==> config.mk <==
export PLATFORM = sky130hd
export DESIGN_NAME = tfcfg_unlock
export DESIGN_NICKNAME = d
export VERILOG_FILES = /design/src/rtl/tfcfg_pkg.sv /design/src/rtl/tfcfg_seq_detect.sv /design/src/rtl/tfcfg_tf_stub.sv /design/src/rtl/tfcfg_cfg_bank.sv /design/src/rtl/tfcfg_unlock.sv
export SDC_FILE = /design/constraint.sdc
export NUM_CORES = 1
export LEC_CHECK = 0
export ABC_AREA = 1
export CORE_ASPECT_RATIO = 1.75
export CORE_MARGIN = 5
export CORE_UTILIZATION = 39
export DETAILED_ROUTE_END_ITERATION = 12
export PLACE_DENSITY_LB_ADDON = 0.08
export SETUP_SLACK_MARGIN = 0.02
export SLEW_MARGIN = 10
export SYNTH_ARGS = -nofsm -noshare
export SYNTH_HDL_FRONTEND = slang
export SYNTH_SLANG_ARGS = --single-unit
==> constraint.sdc <==
create_clock -name clk -period 1.7 [get_ports clk]
set_input_delay 0.425 -clock clk [delete_from_list [all_inputs] [get_ports clk]]
set_output_delay 0.425 -clock clk [all_outputs]
set_load 0.05 [all_outputs]
==> src/rtl/tfcfg_pkg.sv <==
package tfcfg_pkg;
   localparam int unsigned BYTE_W = 8;

   typedef enum logic [1:0] {
      SEQ_IDLE = 2'd0,
      SEQ_ONE  = 2'd1,
      SEQ_TWO  = 2'd2
   } seq_state_t;
endpackage

==> src/rtl/tfcfg_seq_detect.sv <==
module tfcfg_seq_detect
   import tfcfg_pkg::*;
(
   input  logic clk,
   input  logic rst_n,
   input  logic acc_any,   // any read or write this cycle
   input  logic arm_rd,    // 16-bit read of the arming register
   input  logic open_wr,   // byte write of the open key
   input  logic close_wr,  // byte write of the close key
   output logic mapped
);
   seq_state_t state;

   always_ff @(posedge clk) begin
      if (!rst_n) begin
         state  <= SEQ_IDLE;
         mapped <= 1'b0;
      end else if (mapped) begin
         state <= SEQ_IDLE;
         if (close_wr) mapped <= 1'b0;
      end else if (acc_any) begin
         case (state)
            SEQ_IDLE: state <= arm_rd ? SEQ_ONE : SEQ_IDLE;
            SEQ_ONE:  state <= arm_rd ? SEQ_TWO : SEQ_IDLE;
            SEQ_TWO: begin
               if (arm_rd) begin
                  state <= SEQ_TWO;
               end else begin
                  state <= SEQ_IDLE;
                  if (open_wr) mapped <= 1'b1;
               end
            end
            default: state <= SEQ_IDLE;
         endcase
      end
   end
endmodule

==> src/rtl/tfcfg_tf_stub.sv <==
module tfcfg_tf_stub
   import tfcfg_pkg::*;
#(
   parameter int unsigned OFS_W  = 3,
   parameter int unsigned DATA_W = 16
) (
   input  logic              clk,
   input  logic              rst_n,
   input  logic              we,
   input  logic              wide,
   input  logic [OFS_W-1:0]  idx,
   input  logic [DATA_W-1:0] wdata,
   output logic [DATA_W-1:0] rdata
);
   localparam int unsigned NREG = 1 << OFS_W;

   logic [DATA_W-1:0] vec [NREG];

   for (genvar g = 0; g < NREG; g++) begin : g_reg
      logic [DATA_W-1:0] r;
      always_ff @(posedge clk) begin
         if (!rst_n) begin
            r <= '0;
         end else if (we && idx == OFS_W'(g)) begin
            if (wide) r <= wdata;
            else      r[BYTE_W-1:0] <= wdata[BYTE_W-1:0];
         end
      end
      assign vec[g] = r;
   end

   assign rdata = vec[idx];
endmodule

==> src/rtl/tfcfg_cfg_bank.sv <==
module tfcfg_cfg_bank
   import tfcfg_pkg::*;
#(
   parameter int unsigned      OFS_W     = 3,
   parameter int unsigned      NUM_CFG   = 8,
   parameter int unsigned      CTRL_IDX  = 3,
   parameter int unsigned      STRAP_IDX = 5,
   parameter logic [BYTE_W-1:0] CTRL_ON  = 8'h95,
   parameter logic [BYTE_W-1:0] CTRL_OFF = 8'h11
) (
   input  logic              clk,
   input  logic              rst_n,
   input  logic              we,
   input  logic [OFS_W-1:0]  idx,
   input  logic [BYTE_W-1:0] wdata,
   input  logic              strap,
   output logic [BYTE_W-1:0] rdata,
   output logic              chan_on
);
   localparam int unsigned NREG = 1 << OFS_W;

   logic [BYTE_W-1:0] vec [NREG];

   for (genvar g = 0; g < NREG; g++) begin : g_cfg
      if (g == STRAP_IDX) begin : g_strap
         assign vec[g] = {{(BYTE_W-1){1'b0}}, strap};
      end else if (g < NUM_CFG) begin : g_store
         localparam logic [BYTE_W-1:0] RST_VAL = (g == CTRL_IDX) ? CTRL_OFF : '0;
         logic [BYTE_W-1:0] r;
         always_ff @(posedge clk) begin
            if (!rst_n)                        r <= RST_VAL;
            else if (we && idx == OFS_W'(g))   r <= wdata;
         end
         assign vec[g] = r;
      end else begin : g_absent
         assign vec[g] = '0;
      end
   end

   assign rdata = vec[idx];

   always_ff @(posedge clk) begin
      if (!rst_n) begin
         chan_on <= 1'b0;
      end else if (we && idx == OFS_W'(CTRL_IDX)) begin
         if (wdata == CTRL_ON)       chan_on <= 1'b1;
         else if (wdata == CTRL_OFF) chan_on <= 1'b0;
      end
   end
endmodule

==> src/rtl/tfcfg_unlock.sv <==
module tfcfg_unlock
   import tfcfg_pkg::*;
#(
   parameter int unsigned       OFS_W     = 3,
   parameter int unsigned       DATA_W    = 16,
   parameter int unsigned       NUM_CFG   = 8,
   parameter int unsigned       ARM_REG   = 1,
   parameter int unsigned       KEY_REG   = 2,
   parameter logic [BYTE_W-1:0] KEY_OPEN  = 8'h03,
   parameter logic [BYTE_W-1:0] KEY_CLOSE = 8'h83,
   parameter int unsigned       CTRL_IDX  = 3,
   parameter int unsigned       STRAP_IDX = 5,
   parameter logic [BYTE_W-1:0] CTRL_ON   = 8'h95,
   parameter logic [BYTE_W-1:0] CTRL_OFF  = 8'h11
) (
   input  logic              clk,
   input  logic              rst_n,
   input  logic              acc_rd,
   input  logic              acc_wr,
   input  logic              acc_wide,
   input  logic [OFS_W-1:0]  acc_ofs,
   input  logic [DATA_W-1:0] acc_wdata,
   input  logic              speed_strap,
   output logic [DATA_W-1:0] rd_data,
   output logic              cfg_mapped,
   output logic              chan_on
);
   localparam int unsigned NREG  = 1 << OFS_W;
   localparam int unsigned PAD_W = DATA_W - BYTE_W;

   if (DATA_W <= BYTE_W)         begin : g_bad_w   $error("DATA_W must exceed a byte"); end
   if (NUM_CFG > NREG)           begin : g_bad_n   $error("NUM_CFG exceeds offset space"); end
   if (ARM_REG >= NREG || KEY_REG >= NREG || ARM_REG == KEY_REG)
                                 begin : g_bad_key $error("bad arming/key offsets"); end
   if (CTRL_IDX >= NUM_CFG || STRAP_IDX >= NUM_CFG || CTRL_IDX == STRAP_IDX)
                                 begin : g_bad_idx $error("bad control/strap indices"); end
   if (CTRL_ON == CTRL_OFF)      begin : g_bad_ctl $error("control codes must differ"); end

   logic key_byte_wr, arm_rd, open_wr, close_wr;
   logic tf_we, cfg_we;
   logic [DATA_W-1:0] tf_rdata;
   logic [BYTE_W-1:0] cfg_rdata;

   assign key_byte_wr = acc_wr && !acc_wide && acc_ofs == OFS_W'(KEY_REG);
   assign arm_rd      = acc_rd && acc_wide && acc_ofs == OFS_W'(ARM_REG);
   assign open_wr     = key_byte_wr && acc_wdata[BYTE_W-1:0] == KEY_OPEN;
   assign close_wr    = key_byte_wr && acc_wdata[BYTE_W-1:0] == KEY_CLOSE;
   assign tf_we       = acc_wr && !cfg_mapped;
   assign cfg_we      = acc_wr && cfg_mapped && !close_wr;

   tfcfg_seq_detect u_seq (
      .clk      (clk),
      .rst_n    (rst_n),
      .acc_any  (acc_rd || acc_wr),
      .arm_rd   (arm_rd),
      .open_wr  (open_wr),
      .close_wr (close_wr),
      .mapped   (cfg_mapped)
   );

   tfcfg_tf_stub #(.OFS_W(OFS_W), .DATA_W(DATA_W)) u_tf (
      .clk   (clk),
      .rst_n (rst_n),
      .we    (tf_we),
      .wide  (acc_wide),
      .idx   (acc_ofs),
      .wdata (acc_wdata),
      .rdata (tf_rdata)
   );

   tfcfg_cfg_bank #(
      .OFS_W(OFS_W), .NUM_CFG(NUM_CFG), .CTRL_IDX(CTRL_IDX),
      .STRAP_IDX(STRAP_IDX), .CTRL_ON(CTRL_ON), .CTRL_OFF(CTRL_OFF)
   ) u_cfg (
      .clk     (clk),
      .rst_n   (rst_n),
      .we      (cfg_we),
      .idx     (acc_ofs),
      .wdata   (acc_wdata[BYTE_W-1:0]),
      .strap   (speed_strap),
      .rdata   (cfg_rdata),
      .chan_on (chan_on)
   );

   always_ff @(posedge clk) begin
      if (!rst_n) begin
         rd_data <= '0;
      end else if (acc_rd) begin
         if (cfg_mapped)    rd_data <= {{PAD_W{1'b0}}, cfg_rdata};
         else if (acc_wide) rd_data <= tf_rdata;
         else               rd_data <= {{PAD_W{1'b0}}, tf_rdata[BYTE_W-1:0]};
      end
   end
endmodule

Word-level counts from Yosys, hierarchy flattened
Index checks and enable logic that the tools add are counted.

$lt $le $gt $ge: 1. Equality and inequality tests: 13. Mux-type cells: 19. Bitwise gates (word level): 2. Reductions and logical operators: 42.

Operator list (number): 16-bit 2-to-1 mux (4); 16-bit binary-select mux with 3-bit select (1); 8-bit binary-select mux with 3-bit select (1); 1-bit logical AND (24); 2-bit AND reduction (9); 8-bit == test (second input constant) (2); 8-bit 2-to-1 mux (2); 3-bit == test (second input constant) (4); 1-bit 2-to-1 mux (9); 8-bit by 2-bit == test with 1-bit output (second input constant) (1); 8-bit by 5-bit == test with 1-bit output (second input constant) (1); 3-bit by 2-bit == test with 1-bit output (second input constant) (2); 4-bit greater-or-equal comparator (second input constant) (1); 3-bit NOT with 4-bit output (1); 2-bit one-hot mux with 2 select lines (1); 2-bit OR reduction (2); 3-bit by 1-bit == test with 1-bit output (second input constant) (1); 1-bit zero test (3); 3-bit zero test (1); 2-bit by 1-bit == test with 1-bit output (second input constant) (1); 2-bit == test (second input constant) (1); 2-bit zero test (1); 2-bit 2-to-1 mux (1); 2-bit nonzero test (1); other kinds (2) (2).

Flip-flop bits (word level): 204. Input bits: 25. Output and inout port bits: 18. Word-level logic and storage cells: 104.

Logic depth before layout (Yosys ltp)
Gate-level depths: netlist (run 1).

Word-level depth: 9. Mapped depth: 12. Gate-level depth less buffers: 10.

Hierarchy
Synthesis (run 1) repeated with hierarchy kept, for this count alone.

Cells, all modules: 1589. Area total of the unflattened synthesis: 10032.1 um^2.

By module, submodules not included: tfcfg_tf_stub (times used 1, cells an instance 1100, area each 6515.0 um^2, sequential area each 2562.5 um^2); tfcfg_cfg_bank (times used 1, cells an instance 344, area each 2538.7 um^2, sequential area each 1141.1 um^2); tfcfg_unlock (times used 1, cells an instance 115, area each 783.3 um^2, sequential area each 320.3 um^2); tfcfg_seq_detect (times used 1, cells an instance 30, area each 195.2 um^2, sequential area each 60.1 um^2).

Least setup slack after synthesis (run 1)
OpenSTA, ideal clock, no wires.

Kind: reg-to-reg. Start point: register u_seq.mapped. End point: register u_tf.g_reg[7].r[15]. Setup time: 70 ps. Data arrival time: 1617 ps. Required time: 1630 ps. Slack: 14 ps. Cell stages (with the launch flop): 11. Path buffers: 2. Period minus slack after synthesis: 1686 ps. Cell sequence: dfxtp_1 > buf_6 > inv_2 > nand2_4 > inv_4 > nand2_4 > nor2_4 > nand2_2 > buf_2 > o21ai_1 > a21oi_1.

Word-level cells in the longest chain between the ends: 4.

Ends and longest elaborated chain: start, declared (RTL line tfcfg_seq_detect.sv:10) `output logic mapped`; start signal, assigned (RTL line tfcfg_seq_detect.sv:17) `mapped <= 1'b0;`; start signal, assigned (RTL line tfcfg_seq_detect.sv:20) `if (close_wr) mapped <= 1'b0;`; start signal, assigned (RTL line tfcfg_seq_detect.sv:30) `if (open_wr) mapped <= 1'b1;`; 1-bit zero test (RTL line tfcfg_unlock.sv:48) `assign tf_we = acc_wr && !cfg_mapped;`; 1-bit logical AND (RTL line tfcfg_unlock.sv:48); 1-bit logical AND (RTL line tfcfg_tf_stub.sv:24) `end else if (we && idx == OFS_W'(g)) begin`; 2-bit AND reduction (no line); end signal, assigned (RTL line tfcfg_tf_stub.sv:25) `if (wide) r <= wdata;`; end signal, assigned by index (RTL line tfcfg_tf_stub.sv:26) `else r[BYTE_W-1:0] <= wdata[BYTE_W-1:0];`; end, declared (RTL line tfcfg_tf_stub.sv:20) `logic [DATA_W-1:0] r;`.

No other way between the ends. A chain may end at the register's enable or synchronous reset.

Worst setup path after layout (run 1)
Start point: register u_seq.mapped. End point: output cfg_mapped.

RTL lines: end, declared (RTL line tfcfg_unlock.sv:25) `output logic cfg_mapped,`.

No word-level cell between the ends.

==> out/metrics.cfg, run 1 <==
[run_status]
outcome = finished, final reports clean

[synth]
synth-main-ff-cell = dfxtp_1
synth-edff-count = 0
synth_most_common_cell = nand2_1
synth_area_leaders = dfxtp_1 (45%), a21oi_1 (10%), nand2_1 (8.8%), o21ai_0 (7.7%), nor2_1 (6.2%)
ys_seq_area_share_pct = 45.18
ys_ff_latch = 204
async_reset_ff_share_pct = 0
synth_commonest_cells = nand2_1 (213), dfxtp_1 (204), a21oi_1 (188)
synth_largest_area_cell = dfxtp_1
synth_top_area_share_pct = 45.18
synth_area_um2 = 9039
postSynthAreaPerCell_um2 = 7.278
syn-num-nets = 1270
synth.distinct_cells = 32
synth_warnings = 0
synth_cells = 1242

[die]
dieArea_um2 = 26440
die_y_um = 211.4
pin_count = 43
start_util_pct = 39.58
rows = 73
core_um2 = 22830
die_w_um = 125.1

[sta]
rsz0062_at_grt = false
fin_crit_sh_pct = 94.51
finalHoldViolCount = 0
fmax_mhz = 622.4
worst_pin_slew_ns = 0.4863
finalSetupViolations = 0
slew_headroom_pct = 67.48
setup_tns_ns = 0
fin_skew_ns = 0.008574
drv_slew = 0
post-route-min-period_ns = 1.607

[placed_design]
place.gp.congestion = 0.8796
dpl.cell_count = 1627
dp_hpwl_mm = 22.17
portBuffers = 42

[setup_path]
reg2reg_slack_ns = 0.24
timing.rr.start = u_seq.mapped$_SDFF_PN0_
cp-end-kind = output pin
cp-start-kind = register
worst-path-max-fanout = 7
reg2reg_depth = 7
reg2reg_to = u_cfg.g_cfg[3].g_store.r[2]$_SDFFE_PN0P_
path_class = register to output pin
worstPathArrival_ns = 1.18
critPathRequiredTime_ns = 1.27

[grt]
grt_pass1_wl_mm = 46.65
grt_util_all_layers_pct = 22.22
grt_pass1_vias = 8250
grt_max_degree = 77
grt_remaining_overflow = 0
antenna_found_initial = 0

[finish]
finalNetCount = 1382
multi_input_area_um2 = 4259
num-fill-cells = 2312
ff_latch_area_um2 = 4085
fin_cells = 1668
antenna_cells = 0
drive_above_1_share_pct = 17.40
synthToLayoutAreaGrowth_pct = 25.91

[cts]
clk_pin_slew_worst_paths_ns = 0.07
cts_root_buf = clkbuf_16
cts_buffer_depth = 3
numClockSinks = 204
cts_max_level = 1
cts-buffers-inserted = 21
holdBufCountCts = 0
clk_latency_ns = 0.49
tritoncts = done

[drt]
drt_wl_total_mm = 30.69
met2_wirelength_mm = 16.47
wl_per_cell_um = 18.40
first_pass_iters = 5
route.detailed.drc = 0
vias_per_cell = 5.182
drtAntennaViolNets = 0
maxUsedRoutingLayer = met4
met1Wirelength_mm = 11.46
vias = 8644
drt_iter0_drc = 632
wl_met3_mm = 1.032

[power_and_ir_drop]
leakagePower_uw = 0.004332
ir_drop_mv = 0.6901
power_uw = 10620
power_density_nw_per_um2 = 932.9

[hold_path]
hp-start = rst_n
hold_depth = 3
hold_path_class = primary input to register
hold_path_end = u_tf.g_reg[2].r[15]$_SDFFE_PN0P_

[job]
cap_violations = 0

[what timing repair did]
action                     in CTS  in global routing
resized for setup              13                 14
setup endpoints to repair      79                108
gates cloned                    0                  2
pin swaps                       0                  2
buffers inserted                0                  2
[flip-flops by register name (all words and copies together), names as in the netlist]
register               flops
rd_data                   16
u_seq.state                2
u_cfg.g_cfg.g_store.r     56
u_cfg.chan_on              1
u_seq.mapped               1
u_tf.g.r                 128
[layout make-up]
class | instances | share of cell area [%]
multi-input cells | 873 | 37.42
flip-flops and latches | 204 | 35.89
repair buffers | 173 | 14.74
clock buffers | 34 | 5.486
clock inverters | 3 | 0.3738
well taps | 300 | 3.298
inverters | 81 | 2.781
[report_power, final]
group	switching [uW]	internal, uW	leakage (uW)
combinational	716	427	0.00236
sequential	51.8	4880	0.00165
clock	1890	2660	0.000322
total	2650	7960	0.00433
[routing by layer]
metal  global-route usage [%]  vias up
met5                        0        -
met4                    12.35        0
met3                    2.297       84
met2                    42.50      210
met1                    23.51     4002
li1                         -     4348
[layout by cell type, fill, tap and decap left out, drive strengths merged, types with 2 or more instances in the layout]
master | Yosys | routed
a22oi | 8 | 8
o211ai | 2 | 2
clkbuf | 32 | 36
nor2 | 165 | 165
dfxtp | 204 | 204
inv | 78 | 78
nand2 | 224 | 224
a21oi | 189 | 189
dlymetal6s2s | 0 | 2
nor3 | 4 | 4
clkdlybuf4s50 | 0 | 19
clkinv | 3 | 4
buf | 52 | 149
nand3 | 100 | 100
o21ai | 150 | 150
nand4 | 26 | 26
ha | 3 | 3
[stage by stage]
step	util (%)	cell area [um2]	hold slack, ns	worst slack (ns)
6_report	49.84	11380	0.3577	0.09328
5_1_grt	49.84	11380	0.3673	0.03319
4_1_cts	49.39	11280	0.3463	-0.002505
3_5_place_dp	46.21	10550	0.4397	-0.7138
3_3_place_gp	46.21	10550	0.4331	-0.7281
2_1_floorplan	-	9040	0.4237	0.1571
[critical path: stages (launching register included)]
cell and delay (ns):
dfxtp_2 0.38, buf_6 0.17, buf_12 0.14
[kinds of logic after synthesis]
group,Yosys count,synth area share (%)
buffers and inverters,165,8.569
and+or+nand+nor,521,26.19
AOI/OAI and AO/OA,349,19.64
adders and majority gates,3,0.4153
DFF,204,45.18
[worst max-delay path by stage]
stage                            start                          endpoint  slack, ns  cells past startpoint
6_report       u_seq.mapped$_SDFF_PN0_                        cfg_mapped       0.09                      2
5_1_grt                     acc_ofs[1]           rd_data[4]$_SDFFE_PN0P_       0.03                     11
3_5_place_dp                acc_ofs[1]           rd_data[3]$_SDFFE_PN0P_      -0.71                     10
2_1_floorplan  u_seq.mapped$_SDFF_PN0_  u_tf.g_reg[7].r[14]$_SDFFE_PN0P_       0.16                     10
3_3_place_gp                acc_ofs[1]           rd_data[3]$_SDFFE_PN0P_      -0.73                     10
4_1_cts                     acc_ofs[0]           rd_data[3]$_SDFFE_PN0P_     -0.003                     11
Power figures use the tool's default switching activity.
==> inputs of run 2 (changes only) <==
--- a/config.mk
+++ b/config.mk
@@ -10,6 +10,7 @@
 export CORE_MARGIN = 5
 export CORE_UTILIZATION = 39
 export DETAILED_ROUTE_END_ITERATION = 12
+export MAX_ROUTING_LAYER = met4
 export PLACE_DENSITY_LB_ADDON = 0.08
 export SETUP_SLACK_MARGIN = 0.02
 export SLEW_MARGIN = 10
==> out/metrics.cfg, run 2 (synthesized netlist as in run 1, its figures left out) <==
[setup_path]
crit_chain = buf_6 > buf_12  ; unchanged
slowest_stage = dfxtp_2  ; unchanged
crit_start = u_seq.mapped$_SDFF_PN0_  ; unchanged
worstPathArrival_ns = 1.18  ; about the same
critPathRequiredTime_ns = 1.27  ; about the same
path_class = register to output pin  ; unchanged
cp_slowest_stage_delay_ns = 0.38  ; about the same
timing.rr.start = u_seq.mapped$_SDFF_PN0_  ; unchanged
worst-path-max-fanout = 7  ; unchanged
cp-end-kind = output pin  ; unchanged
cp-start-kind = register  ; unchanged

[cts]
cts_root_buf = clkbuf_16  ; unchanged
holdBufCountCts = 0  ; unchanged
cts_max_level = 1  ; unchanged
cts_buffer_depth = 3  ; unchanged
numClockSinks = 204  ; unchanged
clk_latency_ns = 0.50  ; was 0.49 ns
cts-buffers-inserted = 21  ; unchanged
tritoncts = done  ; unchanged
clk_pin_slew_worst_paths_ns = 0.07  ; about the same

[power_and_ir_drop]
p_clk_share_pct = 43.0  ; was 42.8%
leakagePower_uw = 0.004332  ; unchanged
sw_frac_of_total_pct = 25.20  ; was 25.01%
internal_power_uw = 7963  ; was 7962 uW
p_sw_uw = 2682  ; was 2655 uW
power_frac_comb_pct = 10.7  ; was 10.8%
ir_drop_mv = 0.6957  ; was 0.6901 mV
power_density_nw_per_um2 = 935.3  ; was 932.9 nW/um2
share_seq_of_total_power_pct = 46.3  ; was 46.4%

[die]
rows = 73  ; unchanged
die_w_um = 125.1  ; unchanged
dieArea_um2 = 26440  ; unchanged
pin_count = 43  ; unchanged
core_um2 = 22830  ; unchanged
die_y_um = 211.4  ; unchanged
start_util_pct = 39.58  ; unchanged

[drt]
wl_per_cell_um = 18.43  ; was 18.40 um
drt_iter0_drc = 621  ; was 632
vias_per_cell = 5.185  ; was 5.182
route.detailed.drc = 0  ; unchanged
first_pass_iters = 5  ; unchanged
drtAntennaViolNets = 0  ; unchanged
drt_wl_total_mm = 30.74  ; was 30.69 mm
vias = 8649  ; was 8644

[sta]
post-route-min-period_ns = 1.608  ; was 1.607 ns
rsz0062_at_grt = false  ; unchanged
drv_slew = 0  ; unchanged
fin_skew_ns = 0.01128  ; was 0.008574 ns
worst_pin_slew_ns = 0.4810  ; was 0.4863 ns
fin_crit_sh_pct = 94.59  ; was 94.51%
finalHoldViolCount = 0  ; unchanged
slew_headroom_pct = 67.83  ; was 67.48%
fmax_mhz = 621.8  ; was 622.4 MHz
timing.hold.ws_ns = 0.3548  ; was 0.3577 ns
finalSetupViolations = 0  ; unchanged

[finish]
largest-register = u_tf.g.r  ; unchanged
final_cell_mix = nand2_1 (211), dfxtp_1 (203), a21oi_1 (188)  ; unchanged
synthToLayoutAreaGrowth_pct = 25.91  ; unchanged
antenna_cells = 0  ; unchanged
largest_register_ffs = 128  ; unchanged
post-route-util_pct = 49.84  ; unchanged
drive_above_1_share_pct = 17.40  ; unchanged
final_common_cell = nand2_1  ; unchanged
reg_top3 = u_tf.g.r x128, u_cfg.g_cfg.g_store.r x56, rd_data x16  ; unchanged
finalNetCount = 1382  ; unchanged

[placed_design]
place.gp.congestion = 0.8942  ; was 0.8796
portBuffers = 42  ; unchanged
dp_hpwl_mm = 22.17  ; unchanged

[grt]
grt_max_degree = 77  ; unchanged
grt_pass1_wl_mm = 46.60  ; was 46.65 mm
grt_remaining_overflow = 0  ; unchanged
antenna_found_initial = 0  ; unchanged
grt_pass1_vias = 8253  ; was 8250
grt_util_all_layers_pct = 22.86  ; was 22.22%

[run_status]
outcome = finished, final reports clean  ; unchanged

[hold_path]
hp-start = rst_n  ; unchanged
hold_path_class = primary input to register  ; unchanged

[job]
cap_violations = 0  ; unchanged

run 2: timing repair:
action / in CTS / in global routing
gates resized for setup: 13 / 14
pin swaps: 0 / 2
endpoints found under the setup margin: 79 / 109
cloned: 0 / 2
setup buffers: 0 / 2
run 2: layout make-up:
class                           instances  area (um2)
Inverter                               81       316.6
Fill cell                            2312       11450
Clock buffer                           34       624.3
Tap cell                              300       375.4
Multi-Input combinational cell        873        4259
Timing Repair Buffer                  173        1678
Clock inverter                          3       42.54
Sequential cell                       204        4085
run 2: metrics by stage:
| step | setup slack [ns] | power [uW] | setup TNS [ns] | instances | cell area (um2) |
|---|---|---|---|---|---|
| after detailed placement | -0.7138 | 6155 | -95.39 | 1627 | 10550 |
| after floorplan | 0.1571 | 5598 | 0 | 1242 | 9040 |
| final | 0.09189 | 10640 | 0 | 1668 | 11380 |
| after CTS | -0.002505 | 10710 | -0.002505 | 1664 | 11280 |
| after global placement | -0.7281 | 6155 | -93.84 | 1627 | 10550 |
| after global routing | 0.03300 | 11000 | 0 | 1668 | 11380 |
run 2: power by group through the flow:
stage | Combinational, uW | Sequential [uW] | Clock (uW)
finish | 1140 | 4930 | 4570
global route | 1220 | 4940 | 4840
CTS | 1130 | 4930 | 4650
detailed placement | 1120 | 5040 | 0
global placement | 1120 | 5040 | 0
floorplan | 518 | 5080 | 0
run 2: per-layer routing:
metal,vias up,part of all wire [%],track usage [%]
li1,4342,-,-
met1,4001,37,23.50
met2,219,53,42.48
met3,87,3.5,2.272
met4,0,5.6,12.35
met5,-,0,-
run 2: critical path: cells and delay by family, from the launching register on:
family / cells / cell delay (ns)
DFF: 1 / 0.38
buffers and inverters: 2 / 0.31
run 2: path summary, 6_finish.rpt:
path                                               to  slack (ns)  depth (start not counted)
max                                        cfg_mapped        0.09                          2
min                  u_tf.g_reg[2].r[15]$_SDFFE_PN0P_        0.35                          3
max reg2reg  u_cfg.g_cfg[3].g_store.r[2]$_SDFFE_PN0P_        0.24                          7
min reg2reg  u_cfg.g_cfg[6].g_store.r[4]$_SDFFE_PN0P_        0.45                          2
